`src/rtl/ebus_pkg.sv`:
```
`timescale 1ns/1ps
package ebus_pkg;
  localparam int WAIT_W = 2;

  typedef enum logic [2:0] {
    S_IDLE, S_T1, S_T2, S_TW, S_T3, S_TB1, S_TB2
  } ebus_state_e;

  typedef struct packed {
    logic [WAIT_W-1:0] waits;
    logic              pin_wait;
    logic              burst_en;
    logic              burst8;
    logic              burst_2st;
    logic              exp_cs_en;
  } ebus_cfg_t;

  localparam ebus_cfg_t CFG_RESET = '{waits: '1, default: 1'b0};
endpackage

```
`src/rtl/ebus_cfg_reg.sv`:
```
`timescale 1ns/1ps
module ebus_cfg_reg
  import ebus_pkg::*;
(
  input  logic      clk_i,
  input  logic      rst_ni,
  input  logic      wr_i,
  input  ebus_cfg_t cfg_d_i,
  output ebus_cfg_t cfg_o
);
  ebus_cfg_t cfg_q;

  always_ff @(posedge clk_i or negedge rst_ni) begin
    if (!rst_ni)   cfg_q <= CFG_RESET;
    else if (wr_i) cfg_q <= cfg_d_i;
  end

  assign cfg_o = cfg_q;
endmodule

```
`src/rtl/ebus_wait_ctrl.sv`:
```
`timescale 1ns/1ps
module ebus_wait_ctrl #(
  parameter int CNT_W = 2
) (
  input  logic             clk_i,
  input  logic             rst_ni,
  input  logic             start_i,   // T1: clear count for the coming T2
  input  logic             phase_i,   // in T2 or Tw
  input  logic [CNT_W-1:0] prog_i,
  input  logic             pin_en_i,
  input  logic             wait_pin_i,
  output logic             more_o
);
  logic             pin_q;
  logic [CNT_W-1:0] cnt_q;

  // pin sampled mid-cycle on the falling edge
  always_ff @(negedge clk_i or negedge rst_ni) begin
    if (!rst_ni) pin_q <= 1'b0;
    else         pin_q <= wait_pin_i;
  end

  assign more_o = phase_i && ((cnt_q < prog_i) || (pin_en_i && pin_q));

  always_ff @(posedge clk_i or negedge rst_ni) begin
    if (!rst_ni)                            cnt_q <= '0;
    else if (start_i)                       cnt_q <= '0;
    else if (more_o && (cnt_q != '1))       cnt_q <= cnt_q + CNT_W'(1);
  end
endmodule

```
`src/rtl/ebus_burst_track.sv`:
```
`timescale 1ns/1ps
module ebus_burst_track #(
  parameter int AW       = 16,
  parameter int BLK_S_LG = 2,
  parameter int BLK_L_LG = 3
) (
  input  logic          clk_i,
  input  logic          rst_ni,
  input  logic          acc_i,
  input  logic [AW-1:0] addr_i,
  input  logic          ifetch_i,
  input  logic          we_i,
  input  logic          burst_en_i,
  input  logic          burst8_i,
  output logic          hit_o
);
  logic          live_q;
  logic [AW-1:0] last_q;
  logic [AW-1:0] seq_addr;
  logic          same_blk;
  int unsigned   lg;

  assign lg       = burst8_i ? BLK_L_LG : BLK_S_LG;
  assign seq_addr = last_q + AW'(1);
  assign same_blk = (addr_i >> lg) == (last_q >> lg);
  assign hit_o    = live_q && burst_en_i && ifetch_i && !we_i &&
                    (addr_i == seq_addr) && same_blk;

  always_ff @(posedge clk_i or negedge rst_ni) begin
    if (!rst_ni) begin
      live_q <= 1'b0;
      last_q <= '0;
    end else if (acc_i) begin
      live_q <= burst_en_i && ifetch_i && !we_i;
      last_q <= addr_i;
    end
  end
endmodule

```
`src/rtl/ebus_seq.sv`:
```
`timescale 1ns/1ps
module ebus_seq
  import ebus_pkg::*;
#(
  parameter int                 AW        = 16,
  parameter int                 DW        = 16,
  parameter int                 EXP_TAG_W = 2,
  parameter logic [EXP_TAG_W-1:0] EXP_TAG = '1
) (
  input  logic          clk_i,
  input  logic          rst_ni,
  input  logic          cfg_wr_i,
  input  logic [1:0]    cfg_waits_i,
  input  logic          cfg_pin_wait_i,
  input  logic          cfg_burst_en_i,
  input  logic          cfg_burst8_i,
  input  logic          cfg_burst_2st_i,
  input  logic          cfg_exp_cs_en_i,
  input  logic          req_i,
  input  logic [AW-1:0] addr_i,
  input  logic          we_i,
  input  logic          ifetch_i,
  input  logic [DW-1:0] wdata_i,
  output logic          busy_o,
  output logic          done_o,
  output logic [DW-1:0] rdata_o,
  output logic [AW-1:0] bus_addr_o,
  output logic [DW-1:0] bus_wdata_o,
  input  logic [DW-1:0] bus_rdata_i,
  output logic          as_o,
  output logic          rd_o,
  output logic          wr_o,
  output logic          cs_o,
  input  logic          wait_i
);
  ebus_cfg_t   cfg_d, cfg_q;
  ebus_state_e state_q, state_d;
  logic          acc, hit, more, fin;
  logic          we_q, exp_q, done_q;
  logic [AW-1:0] addr_q;
  logic [DW-1:0] wdata_q, rdata_q;
  logic          in_norm, in_burst, supp;

  assign cfg_d = '{waits: cfg_waits_i, pin_wait: cfg_pin_wait_i,
                   burst_en: cfg_burst_en_i, burst8: cfg_burst8_i,
                   burst_2st: cfg_burst_2st_i, exp_cs_en: cfg_exp_cs_en_i};

  ebus_cfg_reg u_cfg (
    .clk_i   (clk_i),
    .rst_ni  (rst_ni),
    .wr_i    (cfg_wr_i),
    .cfg_d_i (cfg_d),
    .cfg_o   (cfg_q)
  );

  ebus_wait_ctrl #(.CNT_W(WAIT_W)) u_wait (
    .clk_i      (clk_i),
    .rst_ni     (rst_ni),
    .start_i    (state_q == S_T1),
    .phase_i    ((state_q == S_T2) || (state_q == S_TW)),
    .prog_i     (cfg_q.waits),
    .pin_en_i   (cfg_q.pin_wait),
    .wait_pin_i (wait_i),
    .more_o     (more)
  );

  ebus_burst_track #(.AW(AW)) u_burst (
    .clk_i      (clk_i),
    .rst_ni     (rst_ni),
    .acc_i      (acc),
    .addr_i     (addr_i),
    .ifetch_i   (ifetch_i),
    .we_i       (we_i),
    .burst_en_i (cfg_q.burst_en),
    .burst8_i   (cfg_q.burst8),
    .hit_o      (hit)
  );

  assign acc = (state_q == S_IDLE) && req_i;
  assign fin = (state_q == S_T3) || (state_q == S_TB2) ||
               ((state_q == S_TB1) && !cfg_q.burst_2st);

  always_comb begin
    state_d = state_q;
    unique case (state_q)
      S_IDLE: if (req_i) state_d = hit ? S_TB1 : S_T1;
      S_T1:   state_d = S_T2;
      S_T2,
      S_TW:   state_d = more ? S_TW : S_T3;
      S_T3:   state_d = S_IDLE;
      S_TB1:  state_d = cfg_q.burst_2st ? S_TB2 : S_IDLE;
      S_TB2:  state_d = S_IDLE;
      default: state_d = S_IDLE;
    endcase
  end

  always_ff @(posedge clk_i or negedge rst_ni) begin
    if (!rst_ni) begin
      state_q <= S_IDLE;
      addr_q  <= '0;
      wdata_q <= '0;
      we_q    <= 1'b0;
      exp_q   <= 1'b0;
      rdata_q <= '0;
      done_q  <= 1'b0;
    end else begin
      state_q <= state_d;
      done_q  <= fin;
      if (acc) begin
        addr_q  <= addr_i;
        wdata_q <= wdata_i;
        we_q    <= we_i;
        exp_q   <= addr_i[AW-1 -: EXP_TAG_W] == EXP_TAG;
      end
      if (fin && !we_q) rdata_q <= bus_rdata_i;
    end
  end

  assign in_norm  = (state_q == S_T1) || (state_q == S_T2) ||
                    (state_q == S_TW) || (state_q == S_T3);
  assign in_burst = (state_q == S_TB1) || (state_q == S_TB2);
  assign supp     = exp_q && cfg_q.exp_cs_en;

  assign busy_o      = state_q != S_IDLE;
  assign done_o      = done_q;
  assign rdata_o     = rdata_q;
  assign bus_addr_o  = addr_q;
  assign bus_wdata_o = wdata_q;
  assign as_o        = in_norm && !supp;
  assign rd_o        = !we_q && ((in_norm && state_q != S_T1) || in_burst);
  assign wr_o        = we_q && ((state_q == S_T2) || (state_q == S_TW));
  assign cs_o        = supp && (in_norm || in_burst);

  AST_DONE_ONE_CYCLE: assert property (@(posedge clk_i) disable iff (!rst_ni)
    done_o |=> !done_o);
  AST_DONE_IDLE: assert property (@(posedge clk_i) disable iff (!rst_ni)
    done_o |-> !busy_o);
  AST_RD_WR_EXCL: assert property (@(posedge clk_i) disable iff (!rst_ni)
    !(rd_o && wr_o));
  AST_AS_SUPPRESS: assert property (@(posedge clk_i) disable iff (!rst_ni)
    cs_o |-> !as_o);
  AST_BURST_READ_ONLY: assert property (@(posedge clk_i) disable iff (!rst_ni)
    (state_q == S_TB1) |-> (rd_o && !as_o && !wr_o));
  AST_NO_SKIP_WAITS: assert property (@(posedge clk_i) disable iff (!rst_ni)
    (state_q == S_T3 && $past(state_q) == S_T2) |-> ($past(cfg_q.waits) == '0));
endmodule

```
`config.mk`:
```
export PLATFORM = sky130hd
export DESIGN_NAME = ebus_seq
export DESIGN_NICKNAME = d
export VERILOG_FILES = /design/src/rtl/ebus_pkg.sv /design/src/rtl/ebus_cfg_reg.sv /design/src/rtl/ebus_wait_ctrl.sv /design/src/rtl/ebus_burst_track.sv /design/src/rtl/ebus_seq.sv
export SDC_FILE = /design/constraint.sdc
export NUM_CORES = 1
export LEC_CHECK = 0
export ABC_AREA = 1
export CAP_MARGIN = 20
export CORE_MARGIN = 5
export CORE_UTILIZATION = 30
export DETAILED_ROUTE_END_ITERATION = 10
export SLEW_MARGIN = 20
export SYNTH_ARGS = -nofsm -noshare
export SYNTH_HDL_FRONTEND = slang
export SYNTH_HIERARCHICAL = 1
export SYNTH_SLANG_ARGS = --single-unit
```
`constraint.sdc`:
```
create_clock -name clk_i -period 4.9 [get_ports clk_i]
set_input_delay 0.98 -clock clk_i [delete_from_list [all_inputs] [get_ports clk_i]]
set_output_delay 0.98 -clock clk_i [all_outputs]
set_load 0.05 [all_outputs]
```
==> results of run 1 <==
[cell families after synthesis]
family / synth area share
and+or+nand+nor: 0.3847
AOI/OAI and AO/OA: 0.02686
adders and majority gates: 0.009053
DFF: 0.4894
xor gates and xnor gates: 0.01901
buffers and inverters: 0.07091
[path summary, 6_finish.rpt]
| check | start | end | slack [ns] | depth (start not counted) |
|---|---|---|---|---|
| worst max-delay path | wait_i | u_wait/pin_q$_DFF_NN0_ | 1.26 | 1 |
| worst min-delay path | u_cfg/cfg_o[6]$_DFFE_PN1P_ | u_cfg/cfg_o[6]$_DFFE_PN1P_ | 0.46 | 2 |
| worst max register to register | u_wait/pin_q$_DFF_NN0_ | state_q[2]$_DFFE_PN0P_ | 1.42 | 6 |
| worst min register to register | u_cfg/cfg_o[6]$_DFFE_PN1P_ | u_cfg/cfg_o[6]$_DFFE_PN1P_ | 0.46 | 2 |
| max in group asynchronous | rst_ni | u_wait/pin_q$_DFF_NN0_ | 1.99 | 1 |
| min in group asynchronous | rst_ni | u_burst/last_q[5]$_DFFE_PN0P_ | 0.75 | 2 |
[final cells by class]
class / instances / share of cell area
Clock buffer: 11 / 0.04219
Clock inverter: 5 / 0.01370
Inverter: 50 / 0.03306
Multi-Input combinational cell: 395 / 0.3169
Sequential cell: 81 / 0.3528
Tap cell: 180 / 0.03915
Timing Repair Buffer: 117 / 0.2023
[power by group through the flow]
stage	clock, W	combinational [W]	sequential, W
finish	0.000727	0.00223	0.00121
global route	0.000775	0.00242	0.00126
CTS	0.000743	0.00225	0.00122
detailed placement	0	0.00225	0.00122
global placement	0	0.00221	0.00121
floorplan	0	0.000921	0.00184
[flip-flops by register name (all words and copies together) (netlist names)]
name / cells
bus_addr_o: 16
bus_wdata_o: 16
done_o: 1
exp_q: 1
rdata_o: 16
state_q: 3
u_burst/last_q: 16
u_burst/live_q: 1
u_cfg/cfg_o: 7
u_wait/cnt_q: 2
u_wait/pin_q: 1
we_q: 1
[layout by cell type (no fill, tap or decap), drive strengths merged, types with 4 or more instances in the layout]
cell type and count:
nand3b 4, dfrtp 78, clkbuf 11, nor2 33, xnor2 6, clkdlybuf4s50 114
nor3 5, clkinv 7, inv 46, nand2 273, o21ai 17, nand3 27
nand4 19
[metal layers]
metal | vias up | routed length, um | share of wire
li1 | 1899 | - | -
met1 | 1727 | 5116 | 0.47
met2 | 111 | 5000 | 0.46
met3 | 9 | 741 | 0.068
met4 | 0 | 117 | 0.011
met5 | - | 0 | 0
[stage by stage]
step	util	cells	setup slack, ns	hold slack [ns]	power, W
finish	0.4193	839	1.265	0.4628	0.004166
global route	0.4193	839	1.171	0.4865	0.004447
CTS	0.4193	839	1.272	0.4664	0.004212
detailed placement	0.3959	823	0.9111	0.4570	0.003471
global placement	0.3959	823	0.9056	0.4539	0.003428
floorplan	-	542	1.326	0.4417	0.002761
==> results.toml, run 1 <==
[routing]
final_antenna_net_count = 0
wirelength_um = 10980
num_vias = 3746
post_drt_wl_per_cell_um = 13.08
first_iter_violations = 170
viasPerCell = 4.465
first_pass_iters = 4
drcViolationCount = 0

[grt]
busiest_layer = "met2"
antenna_found_initial = 0
grt_util_met2 = 0.2205
grt_overflow = 0
grt_max_degree = 61
grtUsageMet1 = 0.1870
grt_pass1_vias = 3780
grt_use_total = 0.1390
grt_pass1_wl_um = 18240
grtUsageMet3 = 0.02885

[placement]
hpwl_um = 8252
numPortBuffers = 115
place.gp.congestion = 0.8671
place_area_um2 = 5431

[timing]
finalClockSkew_ns = 0.007309
setup-violations-final = 0
slew_headroom = 0.4725
worstMarginPinSlew_ns = 0.7912
rsz0062_at_grt = "false"
drv_slew = 0
hold_viol_final = 0
min_period_ns = 3.635
final.setup.tns_ns = 0
fin_crit_sh = 0.7418
clock.fmax_mhz = 278.0

[clock_network]
cts_tree = "done"
cts_root_buffer = "clkbuf_16"
cts_inserted_buffers = 9
clock-sinks = 81
cts.path.max_buffers = 2
clk_pin_slew_worst_paths_ns = 0.06
cts_hold_buffers = 0
postCtsSetupRepairBufs = 0
clk_latency_ns = 0.34
htree_levels = 3
cts_resized = 0

[worst_setup_path]
cpPeakStageDelay_ns = 0.39
timing.critical_path.required_ns = 2.64
crit_family = "buffers and inverters"
cp.arrival_ns = 1.37
crit_path_start_kind = "primary input"
crit_path_max_fanout = 1
timing_worst_setup_path_type = "in -> reg"
slowest_stage = "clkdlybuf4s50_1"
end_kind = "flop"
cp_cell_sequence = "clkdlybuf4s50_1"
worstPathBufferInverterCount = 1

[logic_synthesis]
syn_area_um2 = 4146
synth.distinct_cells = 33
synth.most_common_cell = "nand2_1"
yosys_register_bits = 81
syn_area_per_cell_um2 = 7.650
seq_area_frac_synth = 0.4894
yosysTopAreaCellShare = 0.4707
syn_nets = 607
syn_inst = 542
synthTopCellsByCount = "262 x nand2_1, 78 x dfrtp_1, 39 x inv_1"
yosys.area.top_type = "dfrtp_1"
synth_edf_count = 0
yosys_warnings = 6
yosys-top-cells-area = "dfrtp_1 47%, nand2_1 24%, inv_1 3.5%, nand4_1 2.9%, nand3_1 2.8%"
async_flop_share = 1.000
synth_flop_cell = "dfrtp_1"

[power_and_ir_drop]
clkPwrFrac = 0.174
vdd_drop_max_mv = 0.2737
comb_power_share = 0.534
seqPwrFrac = 0.291
p_int_w = 0.002146
leakagePower_nw = 2.799
power_switching_w = 0.002020
switching_share = 0.4849
pwr_density_cell_nw_per_um2 = 724.1

[floorplan]
core-area_um2 = 13720
die_w_um = 127.6
rows = 43
initial_core_util = 0.3022
boundaryPins = 116
dieHeight_um = 127.6
dieArea_um2 = 16270

[layout]
nFillCells = 1399
multi_input_area_um2 = 1823
regArea_um2 = 2029
insertedDiodeCount = 0
fin_nets = 719
layout-drive-gt1-share = 0.08194
finalInstanceArea_um2 = 5753
area_growth_pct = 38.74

[flow_run]
drv_cap = 0

[run_status]
status = "complete, no violations"

[hold_path]
hp-class = "reg -> reg"
(Power assumes the default switching activity.)
==> inputs of run 2 (changes only) <==
==> constraint.sdc (replaced) <==
create_clock -name clk_i -period 3.39 [get_ports clk_i]
set_input_delay 0.678 -clock clk_i [delete_from_list [all_inputs] [get_ports clk_i]]
set_output_delay 0.678 -clock clk_i [all_outputs]
set_load 0.05 [all_outputs]
==> results.toml, run 2 (synthesis results as in run 1) <==
[timing]
fin_crit_sh = 0.8836
rsz0062_at_grt = "false"
drv_slew = 0
clock.fmax_mhz = 333.8
worstMarginPinSlew_ns = 0.6868
hold_viol_final = 0
finalClockSkew_ns = 0.007784
layout_setup_ws_ns = 0.3946
final.setup.tns_ns = 0
slew_headroom = 0.5421
setup-violations-final = 0
min_period_ns = 2.995

[routing]
final_antenna_net_count = 0
viasPerCell = 4.454
first_iter_violations = 157
wirelength_um = 11030
post_drt_wl_per_cell_um = 13.09
first_pass_iters = 4
drcViolationCount = 0
num_vias = 3755

[clock_network]
cts.path.max_buffers = 2
cts_tree = "done"
clk_latency_ns = 0.34
clk_pin_slew_worst_paths_ns = 0.06
cts_hold_buffers = 0
cts_resized = 0
clock-sinks = 81
htree_levels = 3
cts_root_buffer = "clkbuf_16"
postCtsSetupRepairBufs = 0
cts_inserted_buffers = 9

[worst_setup_path]
slowest_stage = "clkdlybuf4s50_1"
crit_path_start_kind = "flop"
timing.rr.start = "u_wait/pin_q$_DFF_NN0_"
r2r_setup_slack_ns = 0.64
reg2reg_to = "state_q[2]$_DFFE_PN0P_"
r2r_cells = 6
end_kind = "output port"
crit_path_max_fanout = 5
cp.arrival_ns = 2.32
timing.critical_path.required_ns = 2.71
cp_cell_sequence = "inv_1, nor3_1, nor3_1, clkdlybuf4s50_1"
timing_worst_setup_path_type = "reg -> out"
cpPeakStageDelay_ns = 0.75
crit_top_cell = "nor3_1"

[floorplan]
core-area_um2 = 13720
dieArea_um2 = 16270
die_w_um = 127.6
dieHeight_um = 127.6
boundaryPins = 116
rows = 43
initial_core_util = 0.3022

[placement]
place_area_um2 = 5461
post-place-ws_ns = 0.4484
hpwl_um = 8169
numPortBuffers = 115
place.gp.congestion = 0.8668

[layout]
fin_nets = 723
final_common_cell = "nand2_1"
final_cell_mix = "262 x nand2_1, 114 x clkdlybuf4s50_1, 78 x dfrtp_1"
layout-drive-gt1-share = 0.08748
insertedDiodeCount = 0
area_growth_pct = 39.23
finalInstanceArea_um2 = 5773

[grt]
grt_pass1_vias = 3729
antenna_found_initial = 0
grt_use_total = 0.1431
grt_overflow = 0
grt_max_degree = 55
grt_pass1_wl_um = 18710

[power_and_ir_drop]
pwr_density_cell_nw_per_um2 = 1045
vdd_drop_max_mv = 0.4206
leakagePower_nw = 2.811

[run_status]
status = "complete, no violations"

[flow_run]
drv_cap = 0

[hold_path]
hp-class = "in -> async"
## run 2: cell types whose count changed in the layout (fill, tap and decap cells not counted)
cell / before / now
buf_4: 3 / 7
clkbuf_8: 1 / 0
clkinv_2: 2 / 3
clkinv_4: 1 / 0
clkinvlp_4: 0 / 1
## run 2: report_power, final
| group | switching [W] | internal (W) | leakage [nW] |
|---|---|---|---|
| Clock | 0.000382 | 0.000641 | 0.152 |
| Combinational | 0.00223 | 0.00106 | 1.66 |
| Sequential | 0.000311 | 0.00140 | 1.00 |
## run 2: worst max path at each step
stage | from | slack (ns) | to
floorplan | u_wait/pin_q$_DFF_NN0_ | 0.74 | state_q[2]$_DFFE_PN0P_
global placement | wait_i | 0.46 | u_wait/pin_q$_DFF_NN0_
detailed placement | wait_i | 0.45 | u_wait/pin_q$_DFF_NN0_
CTS | state_q[0]$_DFFE_PN0P_ | 0.34 | rd_o
global route | state_q[0]$_DFFE_PN0P_ | 0.21 | rd_o
finish | state_q[0]$_DFFE_PN0P_ | 0.39 | rd_o
## run 2: per-stage QoR
stage | total power (W) | hold slack [ns] | std cells | utilization
after floorplan | 0.003990 | 0.3824 | 542 | -
after global placement | 0.004986 | 0.4532 | 827 | 0.3981
after detailed placement | 0.005050 | 0.4571 | 827 | 0.3981
after CTS | 0.006107 | 0.4091 | 843 | 0.4208
after global routing | 0.006454 | 0.4250 | 843 | 0.4208
final | 0.006030 | 0.3874 | 843 | 0.4208
## run 2: layout make-up
type | instances | area, um^2
Fill cell | 1445 | 7946
Sequential cell | 81 | 2029
Multi-Input combinational cell | 395 | 1823
Timing Repair Buffer | 121 | 1194
Clock buffer | 10 | 229.0
Tap cell | 180 | 225.2
Inverter | 50 | 190.2
Clock inverter | 6 | 82.58
## run 2: worst max-delay path, delay by kind of cell, from the launching register on
kind / cells / cell delay (ns)
buf+inv: 2 / 0.85
simple gates: 2 / 0.61
flops: 1 / 0.52
## run 2: layer usage
metal  wire, um  part of all wire  GRT usage
met5          0                 0          0
met4        153             0.014    0.04606
met3        702             0.064    0.03094
met2       5023              0.46     0.2248
met1       5155              0.47     0.1971
